`src/rtl/rx_start_pkg.sv`:
```
package rx_start_pkg;

  localparam logic [3:0] START_FREE      = 4'd0;
  localparam logic [3:0] START_TX        = 4'd1;
  localparam logic [3:0] START_FS_LOW    = 4'd2;
  localparam logic [3:0] START_FS_HIGH   = 4'd3;
  localparam logic [3:0] START_FS_FALL   = 4'd4;
  localparam logic [3:0] START_FS_RISE   = 4'd5;
  localparam logic [3:0] START_FS_CHANGE = 4'd6;
  localparam logic [3:0] START_FS_EDGE   = 4'd7;
  localparam logic [3:0] START_CMP0      = 4'd8;

  localparam logic [1:0] GATE_FS_LOW  = 2'd1;
  localparam logic [1:0] GATE_FS_HIGH = 2'd2;

  typedef enum logic [1:0] {
    ST_IDLE  = 2'd0,
    ST_DELAY = 2'd1,
    ST_RUN   = 2'd2
  } rxState_e;

  // control -> datapath
  typedef struct packed {
    logic loadDelay;
    logic clearAll;
  } ctlStrobe_t;

  // datapath -> control
  typedef struct packed {
    logic trigger;
    logic delayZero;
    logic delayDone;
  } dpStatus_t;

endpackage

```
`src/rtl/rx_start_dp.sv`:
```
module rx_start_dp
  import rx_start_pkg::*;
#(
  parameter int DLY_W       = 8,
  parameter int PER_W       = 8,
  parameter int SYNC_STAGES = 2
) (
  input  logic             clk,
  input  logic             rstN,
  input  logic             fsIn,
  input  logic             txStart,
  input  logic             cmp0Hit,
  input  logic [3:0]       cfgStartSel,
  input  logic [1:0]       cfgGate,
  input  logic [DLY_W-1:0] cfgDelay,
  input  logic [PER_W-1:0] cfgPeriod,
  input  ctlStrobe_t       ctl,
  output dpStatus_t        status,
  output logic             gateOk,
  output logic             periodPulse
);

  localparam int PCNT_W = PER_W + 1;

  logic [SYNC_STAGES-1:0] fsSync;
  logic                   fsNow;
  logic                   fsPrev;
  logic                   fsRise;
  logic                   fsFall;
  logic [DLY_W-1:0]       dlyCnt;
  logic [PCNT_W-1:0]      perCnt;
  logic [PCNT_W-1:0]      perLast;
  logic                   trig;

  // frame-sync synchronizer plus one history flop
  always_ff @(posedge clk or negedge rstN) begin
    if (!rstN) begin
      fsSync <= '0;
      fsPrev <= 1'b0;
    end else begin
      fsSync <= {fsSync[SYNC_STAGES-2:0], fsIn};
      fsPrev <= fsSync[SYNC_STAGES-1];
    end
  end

  assign fsNow  = fsSync[SYNC_STAGES-1];
  assign fsRise = fsNow & ~fsPrev;
  assign fsFall = ~fsNow & fsPrev;

  always_comb begin
    case (cfgStartSel)
      START_FREE:      trig = 1'b1;
      START_TX:        trig = txStart;
      START_FS_LOW:    trig = ~fsNow;
      START_FS_HIGH:   trig = fsNow;
      START_FS_FALL:   trig = fsFall;
      START_FS_RISE:   trig = fsRise;
      START_FS_CHANGE,
      START_FS_EDGE:   trig = fsRise | fsFall;
      START_CMP0:      trig = cmp0Hit;
      default:         trig = 1'b0;
    endcase
  end

  // start delay down-counter
  always_ff @(posedge clk or negedge rstN) begin
    if (!rstN)              dlyCnt <= '0;
    else if (ctl.clearAll)  dlyCnt <= '0;
    else if (ctl.loadDelay) dlyCnt <= cfgDelay;
    else if (dlyCnt != '0)  dlyCnt <= dlyCnt - 1'b1;
  end

  // period generator: 2*(P+1) clocks per pulse
  assign perLast = {cfgPeriod, 1'b1};

  always_ff @(posedge clk or negedge rstN) begin
    if (!rstN) begin
      perCnt      <= '0;
      periodPulse <= 1'b0;
    end else if (ctl.clearAll || cfgPeriod == '0) begin
      perCnt      <= '0;
      periodPulse <= 1'b0;
    end else if (perCnt == perLast) begin
      perCnt      <= '0;
      periodPulse <= 1'b1;
    end else begin
      perCnt      <= perCnt + 1'b1;
      periodPulse <= 1'b0;
    end
  end

  always_comb begin
    case (cfgGate)
      GATE_FS_LOW:  gateOk = ~fsNow;
      GATE_FS_HIGH: gateOk = fsNow;
      default:      gateOk = 1'b1;
    endcase
  end

  assign status.trigger   = trig;
  assign status.delayZero = (cfgDelay == '0);
  assign status.delayDone = (dlyCnt == DLY_W'(1));

endmodule

```
`src/rtl/rx_start_fsm.sv`:
```
module rx_start_fsm
  import rx_start_pkg::*;
(
  input  logic       clk,
  input  logic       rstN,
  input  logic       rxEnable,
  input  logic       xferDone,
  input  logic       cmp1Hit,
  input  logic [3:0] cfgStartSel,
  input  logic       cfgStopCont,
  input  dpStatus_t  status,
  output ctlStrobe_t ctl,
  output logic       rxActive,
  output logic       startStrobe
);

  rxState_e state;
  rxState_e stateNxt;
  logic     strobeNxt;
  logic     beginStart;

  always_comb begin
    stateNxt      = state;
    strobeNxt     = 1'b0;
    beginStart    = 1'b0;
    ctl.loadDelay = 1'b0;
    ctl.clearAll  = ~rxEnable;
    if (!rxEnable) begin
      stateNxt = ST_IDLE;
    end else begin
      case (state)
        ST_IDLE:  beginStart = status.trigger;
        ST_DELAY: if (status.delayDone) begin
                    stateNxt  = ST_RUN;
                    strobeNxt = 1'b1;
                  end
        ST_RUN: begin
          if (cfgStartSel == START_CMP0 && cfgStopCont) begin
            if (cmp1Hit) stateNxt = ST_IDLE;
          end else if (xferDone) begin
            if (cfgStartSel == START_FREE) beginStart = 1'b1;
            else                           stateNxt   = ST_IDLE;
          end
        end
        default:  stateNxt = ST_IDLE;
      endcase
      if (beginStart) begin
        if (status.delayZero) begin
          stateNxt  = ST_RUN;
          strobeNxt = 1'b1;
        end else begin
          stateNxt      = ST_DELAY;
          ctl.loadDelay = 1'b1;
        end
      end
    end
  end

  always_ff @(posedge clk or negedge rstN) begin
    if (!rstN) begin
      state       <= ST_IDLE;
      startStrobe <= 1'b0;
    end else begin
      state       <= stateNxt;
      startStrobe <= strobeNxt;
    end
  end

  assign rxActive = (state == ST_RUN);

endmodule

```
`src/rtl/rx_start_ctrl.sv`:
```
module rx_start_ctrl
  import rx_start_pkg::*;
#(
  parameter int DLY_W       = 8,
  parameter int PER_W       = 8,
  parameter int SYNC_STAGES = 2
) (
  input  logic             clk,
  input  logic             rstN,
  input  logic             rxEnable,
  input  logic             fsIn,
  input  logic             txStart,
  input  logic             cmp0Hit,
  input  logic             cmp1Hit,
  input  logic             xferDone,
  input  logic [3:0]       cfgStartSel,
  input  logic             cfgStopCont,
  input  logic [1:0]       cfgGate,
  input  logic [DLY_W-1:0] cfgDelay,
  input  logic [PER_W-1:0] cfgPeriod,
  output logic             rxActive,
  output logic             rxClkEn,
  output logic             periodPulse,
  output logic             startStrobe
);

  ctlStrobe_t ctl;
  dpStatus_t  status;
  logic       gateOk;

  rx_start_dp #(
    .DLY_W(DLY_W), .PER_W(PER_W), .SYNC_STAGES(SYNC_STAGES)
  ) u_dp (
    .clk(clk), .rstN(rstN), .fsIn(fsIn), .txStart(txStart),
    .cmp0Hit(cmp0Hit), .cfgStartSel(cfgStartSel), .cfgGate(cfgGate),
    .cfgDelay(cfgDelay), .cfgPeriod(cfgPeriod), .ctl(ctl),
    .status(status), .gateOk(gateOk), .periodPulse(periodPulse)
  );

  rx_start_fsm u_fsm (
    .clk(clk), .rstN(rstN), .rxEnable(rxEnable), .xferDone(xferDone),
    .cmp1Hit(cmp1Hit), .cfgStartSel(cfgStartSel),
    .cfgStopCont(cfgStopCont), .status(status), .ctl(ctl),
    .rxActive(rxActive), .startStrobe(startStrobe)
  );

  assign rxClkEn = rxActive & gateOk;

endmodule

```
`config.mk`:
```
export PLATFORM = sky130hd
export DESIGN_NAME = rx_start_ctrl
export DESIGN_NICKNAME = d
export VERILOG_FILES = /design/src/rtl/rx_start_pkg.sv /design/src/rtl/rx_start_dp.sv /design/src/rtl/rx_start_fsm.sv /design/src/rtl/rx_start_ctrl.sv
export SDC_FILE = /design/constraint.sdc
export NUM_CORES = 1
export LEC_CHECK = 0
export ABC_AREA = 1
export BUFFER_PORTS_ARGS = -buffer_cell sky130_fd_sc_hd__buf_2
export CORE_AREA = 2 2 66 61
export CTS_CLUSTER_SIZE = 25
export DETAILED_ROUTE_END_ITERATION = 16
export DIE_AREA = 0 0 68 63
export PLACE_DENSITY_LB_ADDON = 0.1
export SLEW_MARGIN = 40
export SYNTH_ARGS = -nofsm -noshare
export SYNTH_HDL_FRONTEND = slang
export SYNTH_HIERARCHICAL = 1
export SYNTH_SLANG_ARGS = --single-unit
```
`constraint.sdc`:
```
create_clock -name clk -period 2.4 [get_ports clk]
set_input_delay 0.36 -clock clk [delete_from_list [all_inputs] [get_ports clk]]
set_output_delay 0.36 -clock clk [all_outputs]
set_load 0.02 [all_outputs]
```
* Word-level counts from Yosys, hierarchy flattened
Index checks and enable logic that the tools add are counted.
Cells by class: add/subtract/negate cells 2, equal/unequal tests 20, muxes and demuxes 31, bitwise operators 7, reduce and logical (&&, ||, !) cells 9
Operator list (count):
- two-way mux 8 bit | 3
- two-way mux 9 bit | 2
- equality test 4 x 3 -> 1 bit (second input constant) | 4
- logical NOT 8 bit | 2
- two-way mux 2 bit | 8
- two-way mux 1 bit | 14
- inequality test 5 x 3 -> 1 bit (second input constant) | 2
- adder 9 x 1 -> 9 bit (second input constant) | 1
- equality test 9 bit | 1
- equality test 4 x 2 -> 1 bit (second input constant) | 2
- equality test 8 x 1 -> 1 bit (second input constant) | 1
- case mux 1 bit (8 select lines) | 1
- nonzero test 8 bit | 1
- subtractor 8 x 1 -> 8 bit (second input constant) | 1
- case mux 2 bit (3 select lines) | 1
- inequality test 5 bit (second input constant) | 1
- AND reduction 5 bit | 1
- equality test 2 x 1 -> 1 bit (second input constant) | 2
- equality test 2 bit (second input constant) | 2
- equality test 4 x 1 -> 1 bit (second input constant) | 1
- equality test 4 bit (second input constant) | 1
- logical NOT 4 bit | 1
- inequality test 4 x 3 -> 1 bit (second input constant) | 1
- case mux 1 bit (2 select lines) | 2
- other kinds (9) | 13
Word-level totals: flip-flop bits (word level) 24, input port bits 31, output and inout port bits 4, logic and storage cells 76

* Longest topological paths before layout
Gate-level depths: netlist of the first run.
word-level depth 10, gate-level depth with buffers 19, mapped depth without buffers 17

* Modules after synthesis
Netlist of the first run, hierarchy kept.
Modules (own cells, without submodules):
- rx_start_dp | instances 1, cells an instance 196, area an instance 1436.4 um2, sequential area each 525.5 um2
- rx_start_fsm | instances 1, cells an instance 41, area an instance 257.7 um2, sequential area each 75.1 um2
- rx_start_ctrl | instances 1, cells an instance 2, area an instance 7.5 um2, sequential area each 0.0 um2

* Worst setup path after synthesis of the first run
Ideal clock, no wire load.
kind reg2reg, from register u_dp.fsSync[1], to register u_dp.dlyCnt[0], library setup time 129 ps, arrival time 2087 ps, data required time 2271 ps, path slack 184 ps, cell stages (with the launch flop) 19, path buffers 2, period minus slack after synthesis 2216 ps, path through dfrtp_1 -> inv_1 -> ha_1 -> a21oi_1 -> nor2_1 -> nand3b_1 -> buf_4 -> nand2_1 -> o21ai_2 -> and2_4 -> nand3_1 -> inv_1 -> buf_4 -> inv_1 -> nand3_1 -> nor2_1 -> nand2_2 -> nand2_1 -> o22ai_1
RTL lines:
- start, declared | RTL line rx_start_dp.sv:25 | logic [SYNC_STAGES-1:0] fsSync;
- start signal, assigned | RTL line rx_start_dp.sv:41 | fsSync <= {fsSync[SYNC_STAGES-2:0], fsIn};
- end signal, assigned | RTL line rx_start_dp.sv:69 | else if (ctl.loadDelay) dlyCnt <= cfgDelay;
- end signal, assigned | RTL line rx_start_dp.sv:70 | else if (dlyCnt != '0) dlyCnt <= dlyCnt - 1'b1;
- end, declared | RTL line rx_start_dp.sv:30 | logic [DLY_W-1:0] dlyCnt;

==> flow_summary.json, run 1 <==
{
  "post-route-period-util": 0.903,
  "syn_to_final_growth_pct": 18.5,
  "crit_fanout": 6,
  "path_clk_slew_ps": 90,
  "synth.ff_latch_count": 24,
  "cp-end-kind": "register",
  "synth-main-ff-cell": "dfrtp_1",
  "core_area_um2": 3630,
  "gp_congestion": 0.814,
  "ant_nets": 0,
  "crit_slowest_cell": "dfrtp_1",
  "timing.fmax_mhz": 462,
  "slew_headroom": 0.649,
  "cts_tree": "built",
  "cts_made_buffers": 3,
  "skew_ps": 6.08,
  "synth_compound_area_frac": 0.0765,
  "io_buffers": 34,
  "grt_pass1_vias": 1352,
  "die_w_um": 68,
  "critical_path_class": "reg2reg",
  "clock_latency_ps": 270,
  "ys_warn_count": 6,
  "antenna_found_initial": 0,
  "cp.required_ps": 2550,
  "yosysMostFrequentCell": "nand2_1",
  "syn_area_um2": 1700,
  "grt_max_degree": 25,
  "cp-start-kind": "register",
  "synth_top_cell_by_area": "dfrtp_1",
  "worst_slew_pin_slew_ps": 526,
  "die_height_um": 63,
  "synth_edf_count": 0,
  "yosys.area_share.adder": 0.0588,
  "cts_max_level": 1,
  "synth-simple-area-share": 0.353,
  "grt_pass1_wl_mm": 5.73,
  "drt-vias-per-instance": 4.65,
  "drv_cap": 0,
  "initial_core_util": 0.469,
  "overflow": 0,
  "grt_usage": 0.176,
  "p_leak_nw": 1.07,
  "syn_area_per_cell_um2": 7.12,
  "cp_data_arrival_time_ps": 2320,
  "cts.sinks": 24,
  "dr_total_vias": 1501,
  "clockRootBuffer": "clkbuf_8",
  "status": "completed",
  "p_per_area_nw_per_um2": 677,
  "synth_top_area_frac": 0.353,
  "syn_inst": 239,
  "firstDrtPassIters": 4,
  "wl_per_cell_um": 10.3,
  "drv_slew": 0,
  "ys_seq_area_frac": 0.353,
  "r2r_setup_slack_ps": 230,
  "cpPeakStageDelay_ps": 430,
  "synth_fp_nets": 278,
  "nNetsFinal": 317,
  "antenna_cells": 0,
  "clock_path_buffers": 2,
  "synthTopCellsByArea": "dfrtp_1 35%, nand2_1 11%, nor2_1 9.3%",
  "final_util": 0.556,
  "rows": 21,
  "io_pins": 35,
  "dp_hpwl_mm": 2.67,
  "setup_viol": 0,
  "setup-tns-final_ps": 0,
  "die_area_um2": 4280,
  "hold_viol": 0,
  "fin_crit_ps": 2170,
  "async_flop_share": 1.00,
  "drt_iter0_drc": 66,
  "rsz0062_at_grt": "false",
  "crit_chain": "buf_4 -> ha_1 -> nand4_1 -> nand2_1 -> nand3b_1 -> nand2_1 -> o21ai_2 -> and2_4 -> nand3_1 -> inv_2 -> inv_2 -> nand3_1 -> nor2_1 -> nand2_2 -> nand2_4 -> o22ai_1",
  "drc": 0,
  "netlist_top_cells_count": "49 x nand2_1, 42 x nor2_1, 40 x inv_1, 24 x dfrtp_1, 17 x nand3_1",
  "synth_cell_types": 31,
  "drive_gt1_frac": 0.209,
  "muxShareOfSynthArea": 0,
  "synth_top_family_by_area": "simple AND/OR/NAND/NOR gates",
  "synth_xor_area_frac": 0.0566,
  "drt_wl_total_mm": 3.32,
  "worstHoldPathType": "in2async",
  "ir_worst_vdd_mv": 0.293,
  "holdBufCountCts": 0
}
==> sequential cells by signal, indices dropped and copies added (netlist names) <==
signal and count:
u_dp/dlyCnt 8, u_dp/fsPrev 1, u_dp/fsSync 2, u_dp/perCnt 9, u_dp/periodPulse 1, u_fsm/startStrobe 1, u_fsm/state 2
==> layout make-up <==
type                       count  area [um2]
tap                           46        57.6
timing repair buffer          37         193
clock inverter                 1        30.0
multi-input combinational    171         940
sequential                    24         601
inverter                      41         154
fill                         364        1610
clock buffer                   3        41.3
==> layer usage <==
metal	global-route usage	routed length, um	up-vias
met4	0.0750	53	0
met2	0.261	1380	34
met3	0.0216	146	4
met5	0	0	-
met1	0.255	1740	638
li1	-	-	825
==> logic make-up (layout without fill, tap and decap cells) <==
| group | count (synthesis) | in the layout |
|---|---|---|
| AO/OA/AOI/OAI | 20 | 20 |
| XOR/XNOR | 11 | 11 |
| adder cells (fa/ha/maj) | 8 | 8 |
| buffers and inverters | 44 | 82 |
| flip-flops | 24 | 24 |
| AND/OR/NAND/NOR | 132 | 132 |
==> critical path, delay by kind of cell, from the launching register on <==
family	cells	cell delay, ps
adder cells (fa/ha/maj)	1	190
AO/OA/AOI/OAI	2	130
AND/OR/NAND/NOR	10	1010
buffers and inverters	3	300
flip-flops	1	430
==> where the power goes <==
group          switching [mW]  total, mW  leakage (nW)  internal, mW
logic                   0.296      0.495         0.712         0.199
registers              0.0540      0.516         0.318         0.461
clock network           0.131      0.354        0.0357         0.223
total                   0.481       1.36          1.07         0.884
==> through the flow <==
stage | hold WS [ps] | instances | cell area, um2 | power, mW | setup slack [ps]
final | 52.5 | 323 | 2020 | 1.36 | 234
after global placement | 368 | 317 | 1920 | 1.01 | 127
after detailed placement | 367 | 317 | 1920 | 1.00 | 66.5
after floorplan | 64.4 | 239 | 1700 | 0.883 | 184
after CTS | 71.0 | 321 | 1990 | 1.37 | 95.7
after global routing | 93.2 | 323 | 2020 | 1.47 | 16.7
==> timing repair <==
item / in CTS / in global routing
resized for setup: 0 / 5
setup buffers: 0 / 2
setup endpoints to repair: 0 / 8
==> cells in the final DEF, fill, tap and decap left out, drive strengths merged <==
master / count
bufinv: 1
nor3: 6
nor4: 2
and3: 1
o21ai: 6
nand4: 5
nand3b: 1
nand3: 19
nand2: 51
nor2: 45
dfrtp: 24
o22ai: 2
o211ai: 3
buf: 37
clkbuf: 3
xnor2: 5
inv: 41
o21bai: 2
xor2: 6
a21oi: 7
and2: 2
ha: 8
==> worst paths after layout <==
check	startpoint	endpoint	cells past startpoint
worst min-delay path	rstN	u_dp/perCnt[1]$_DFF_PN0_	1
max in group asynchronous	rstN	u_fsm/startStrobe$_DFF_PN0_	1
worst min register to register	u_dp/fsSync[0]$_DFF_PN0_	u_dp/fsSync[1]$_DFF_PN0_	0
worst max register to register	u_dp/fsSync[1]$_DFF_PN0_	u_dp/dlyCnt[1]$_DFFE_PN0P_	16
min in group clk	fsIn	u_dp/fsSync[0]$_DFF_PN0_	1
worst max-delay path	u_dp/fsSync[1]$_DFF_PN0_	u_dp/dlyCnt[1]$_DFFE_PN0P_	16
Note: power is estimated with default switching activity, not from simulation.
==> run 2: changes to the inputs <==
--- a/config.mk
+++ b/config.mk
@@ -7,10 +7,12 @@
 export LEC_CHECK = 0
 export ABC_AREA = 1
 export BUFFER_PORTS_ARGS = -buffer_cell sky130_fd_sc_hd__buf_2
-export CORE_AREA = 2 2 66 61
+export CELL_PAD_IN_SITES_DETAIL_PLACEMENT = 0
+export CELL_PAD_IN_SITES_GLOBAL_PLACEMENT = 1
+export CORE_AREA = 2 2 77 72
 export CTS_CLUSTER_SIZE = 25
 export DETAILED_ROUTE_END_ITERATION = 16
-export DIE_AREA = 0 0 68 63
+export DIE_AREA = 0 0 79 74
 export PLACE_DENSITY_LB_ADDON = 0.1
 export SLEW_MARGIN = 40
 export SYNTH_ARGS = -nofsm -noshare
==> run 2 against run 1 <==
Hold slack better by 22 ps. Total power down 8.2%. Critical path depth unchanged. Design area down 0.31%. Sequential cell count unchanged. Via count unchanged. Routed wire length up 12%. Fmax up 2.8%. First-iteration DRC count up 12%. Worst setup slack better by 58 ps. Critical endpoint is now u_dp/dlyCnt[4]$_DFFE_PN0P_.
==> flow_summary.json, run 2 (synthesis gave the netlist of run 1 again) <==
{
  "status": "completed",
  "crit_buf_inv": 3,
  "top_register": "u_dp/perCnt",
  "syn_to_final_growth_pct": 18.1,
  "cts_made_buffers": 3,
  "nNetsFinal": 318,
  "seqPwrFrac": 0.412,
  "firstDrtPassIters": 4,
  "crit_chain": "inv_1 -> ha_1 -> a21oi_1 -> nor2_1 -> nand3b_1 -> nand2_1 -> o21ai_2 -> and2_4 -> nand3_1 -> inv_2 -> inv_1 -> nand3_1 -> nor2_1 -> nand2_2 -> nand2_2 -> nor3_1",
  "p_leak_nw": 1.05,
  "cts_tree": "built",
  "die_area_um2": 5850,
  "grt_pass1_wl_mm": 6.51,
  "cp_top_family": "simple AND/OR/NAND/NOR gates",
  "path_clk_slew_ps": 90,
  "clock_latency_ps": 270,
  "grt_usage": 0.141,
  "skew_ps": 4.51,
  "overflow": 0,
  "rows": 25,
  "worstHoldPathType": "in2async",
  "final_util": 0.397,
  "drt_wl_total_mm": 3.73,
  "timing.fmax_mhz": 474,
  "pwr-share-comb": 0.396,
  "drc": 0,
  "grt_pass1_vias": 1468,
  "cts_max_level": 1,
  "crit_slowest_cell": "dfrtp_1",
  "p_int_mw": 0.773,
  "die_w_um": 79,
  "dp_hpwl_mm": 2.99,
  "drt-vias-per-instance": 4.36,
  "post-route-period-util": 0.878,
  "gp_congestion": 0.841,
  "worst_slew_pin_slew_ps": 566,
  "io_buffers": 34,
  "cpPeakStageDelay_ps": 400,
  "dpl_cell_area_um2": 1970,
  "cts.sinks": 24,
  "swShare": 0.383,
  "fin_crit_ps": 2110,
  "cp.depth": 16,
  "grt_max_degree": 25,
  "ir_worst_vdd_mv": 0.246,
  "clock_path_buffers": 2,
  "top_regs": "u_dp/perCnt (9), u_dp/dlyCnt (8)",
  "largest_reg_flops": 9,
  "switchingPower_mw": 0.480,
  "power.share.clock": 0.193,
  "cp.required_ps": 2580,
  "cp_data_arrival_time_ps": 2290,
  "cts_setup_buffers": 0,
  "r2r_end": "u_dp/dlyCnt[4]$_DFFE_PN0P_",
  "critical_path_class": "reg2reg",
  "rsz0062_at_grt": "false",
  "drv_cap": 0,
  "hold_viol": 0,
  "drv_slew": 0,
  "r2r_setup_slack_ps": 290,
  "final_cell_mix": "48 x nand2_1, 42 x nor2_1, 39 x inv_1",
  "wl_per_cell_um": 10.9,
  "crit_path_start": "u_dp/fsSync[1]$_DFF_PN0_",
  "crit_fanout": 6,
  "antenna_cells": 0,
  "fin_area_um2": 2010,
  "layout_commonest_cell": "nand2_1",
  "ant_nets": 0,
  "setup_viol": 0,
  "drt_iter0_drc": 74,
  "antenna_found_initial": 0,
  "drive_gt1_frac": 0.202,
  "endpoint": "u_dp/dlyCnt[4]$_DFFE_PN0P_",
  "clockRootBuffer": "clkbuf_8",
  "setup-tns-final_ps": 0,
  "die_height_um": 74,
  "p_per_area_nw_per_um2": 624,
  "slew_headroom": 0.623,
  "cp-start-kind": "register",
  "io_pins": 35,
  "core_area_um2": 5070,
  "reg2reg_depth": 16,
  "cp-end-kind": "register",
  "initial_core_util": 0.336,
  "dr_total_vias": 1501,
  "crit-reg2reg-launch": "u_dp/fsSync[1]$_DFF_PN0_"
}
## run 2: changes by cell type in the layout (fill, tap and decap cells not counted)
cell / previous run / this run
buf_4: 3 / 4
bufinv_16: 1 / 0
inv_1: 38 / 39
nor3_2: 3 / 2
nand2_4: 1 / 0
nand2_2: 2 / 3
nor3_1: 3 / 4
inv_2: 3 / 2
## run 2: metal layers
metal	vias to the layer above	share of wire	track usage
met2	28	0.44	0.234
li1	834	-	-
met1	635	0.52	0.195
met4	0	0.0070	0.0287
met5	-	0	0
met3	4	0.038	0.0267
## run 2: final cells by class
| type | instances | area, um2 |
|---|---|---|
| multi-input cells | 171 | 930 |
| flip-flops and latches | 24 | 601 |
| repair buffers | 38 | 200 |
| clock buffers | 3 | 41.3 |
| well taps | 67 | 83.8 |
| inverters | 41 | 154 |
| fillers | 546 | 3060 |
## run 2: power by group through the flow
stage                     clock network, mW  registers (mW)  logic, mW
after floorplan                           0           0.513      0.369
after global placement                    0           0.523      0.511
after CTS                             0.258           0.517      0.498
after detailed placement                  0           0.525      0.494
after global routing                  0.267           0.526      0.582
final                                 0.241           0.516      0.496
## run 2: per-stage QoR
step	std cells	hold slack (ps)	setup slack, ps	power [mW]
floorplan	239	64.4	184	0.883
global placement	341	336	170	1.03
detailed placement	341	336	126	1.02
CTS	344	90.2	201	1.27
global route	344	113	16.9	1.37
finish	344	74.5	292	1.25
## run 2: worst min-delay path by stage
stage / slack [ps] / end / startpoint
after floorplan: 60 / u_dp/dlyCnt[0]$_DFFE_PN0P_ / rstN
after global placement: 340 / u_dp/fsSync[1]$_DFF_PN0_ / u_dp/fsSync[0]$_DFF_PN0_
after detailed placement: 340 / u_dp/fsSync[1]$_DFF_PN0_ / u_dp/fsSync[0]$_DFF_PN0_
after CTS: 90 / u_dp/dlyCnt[0]$_DFFE_PN0P_ / rstN
after global routing: 110 / u_dp/dlyCnt[0]$_DFFE_PN0P_ / rstN
final: 70 / u_dp/dlyCnt[0]$_DFFE_PN0P_ / rstN
## run 2: timing repair
item	in CTS	in global routing
setup endpoints to repair	0	6
hold buffers	0	0
resized for setup	0	2
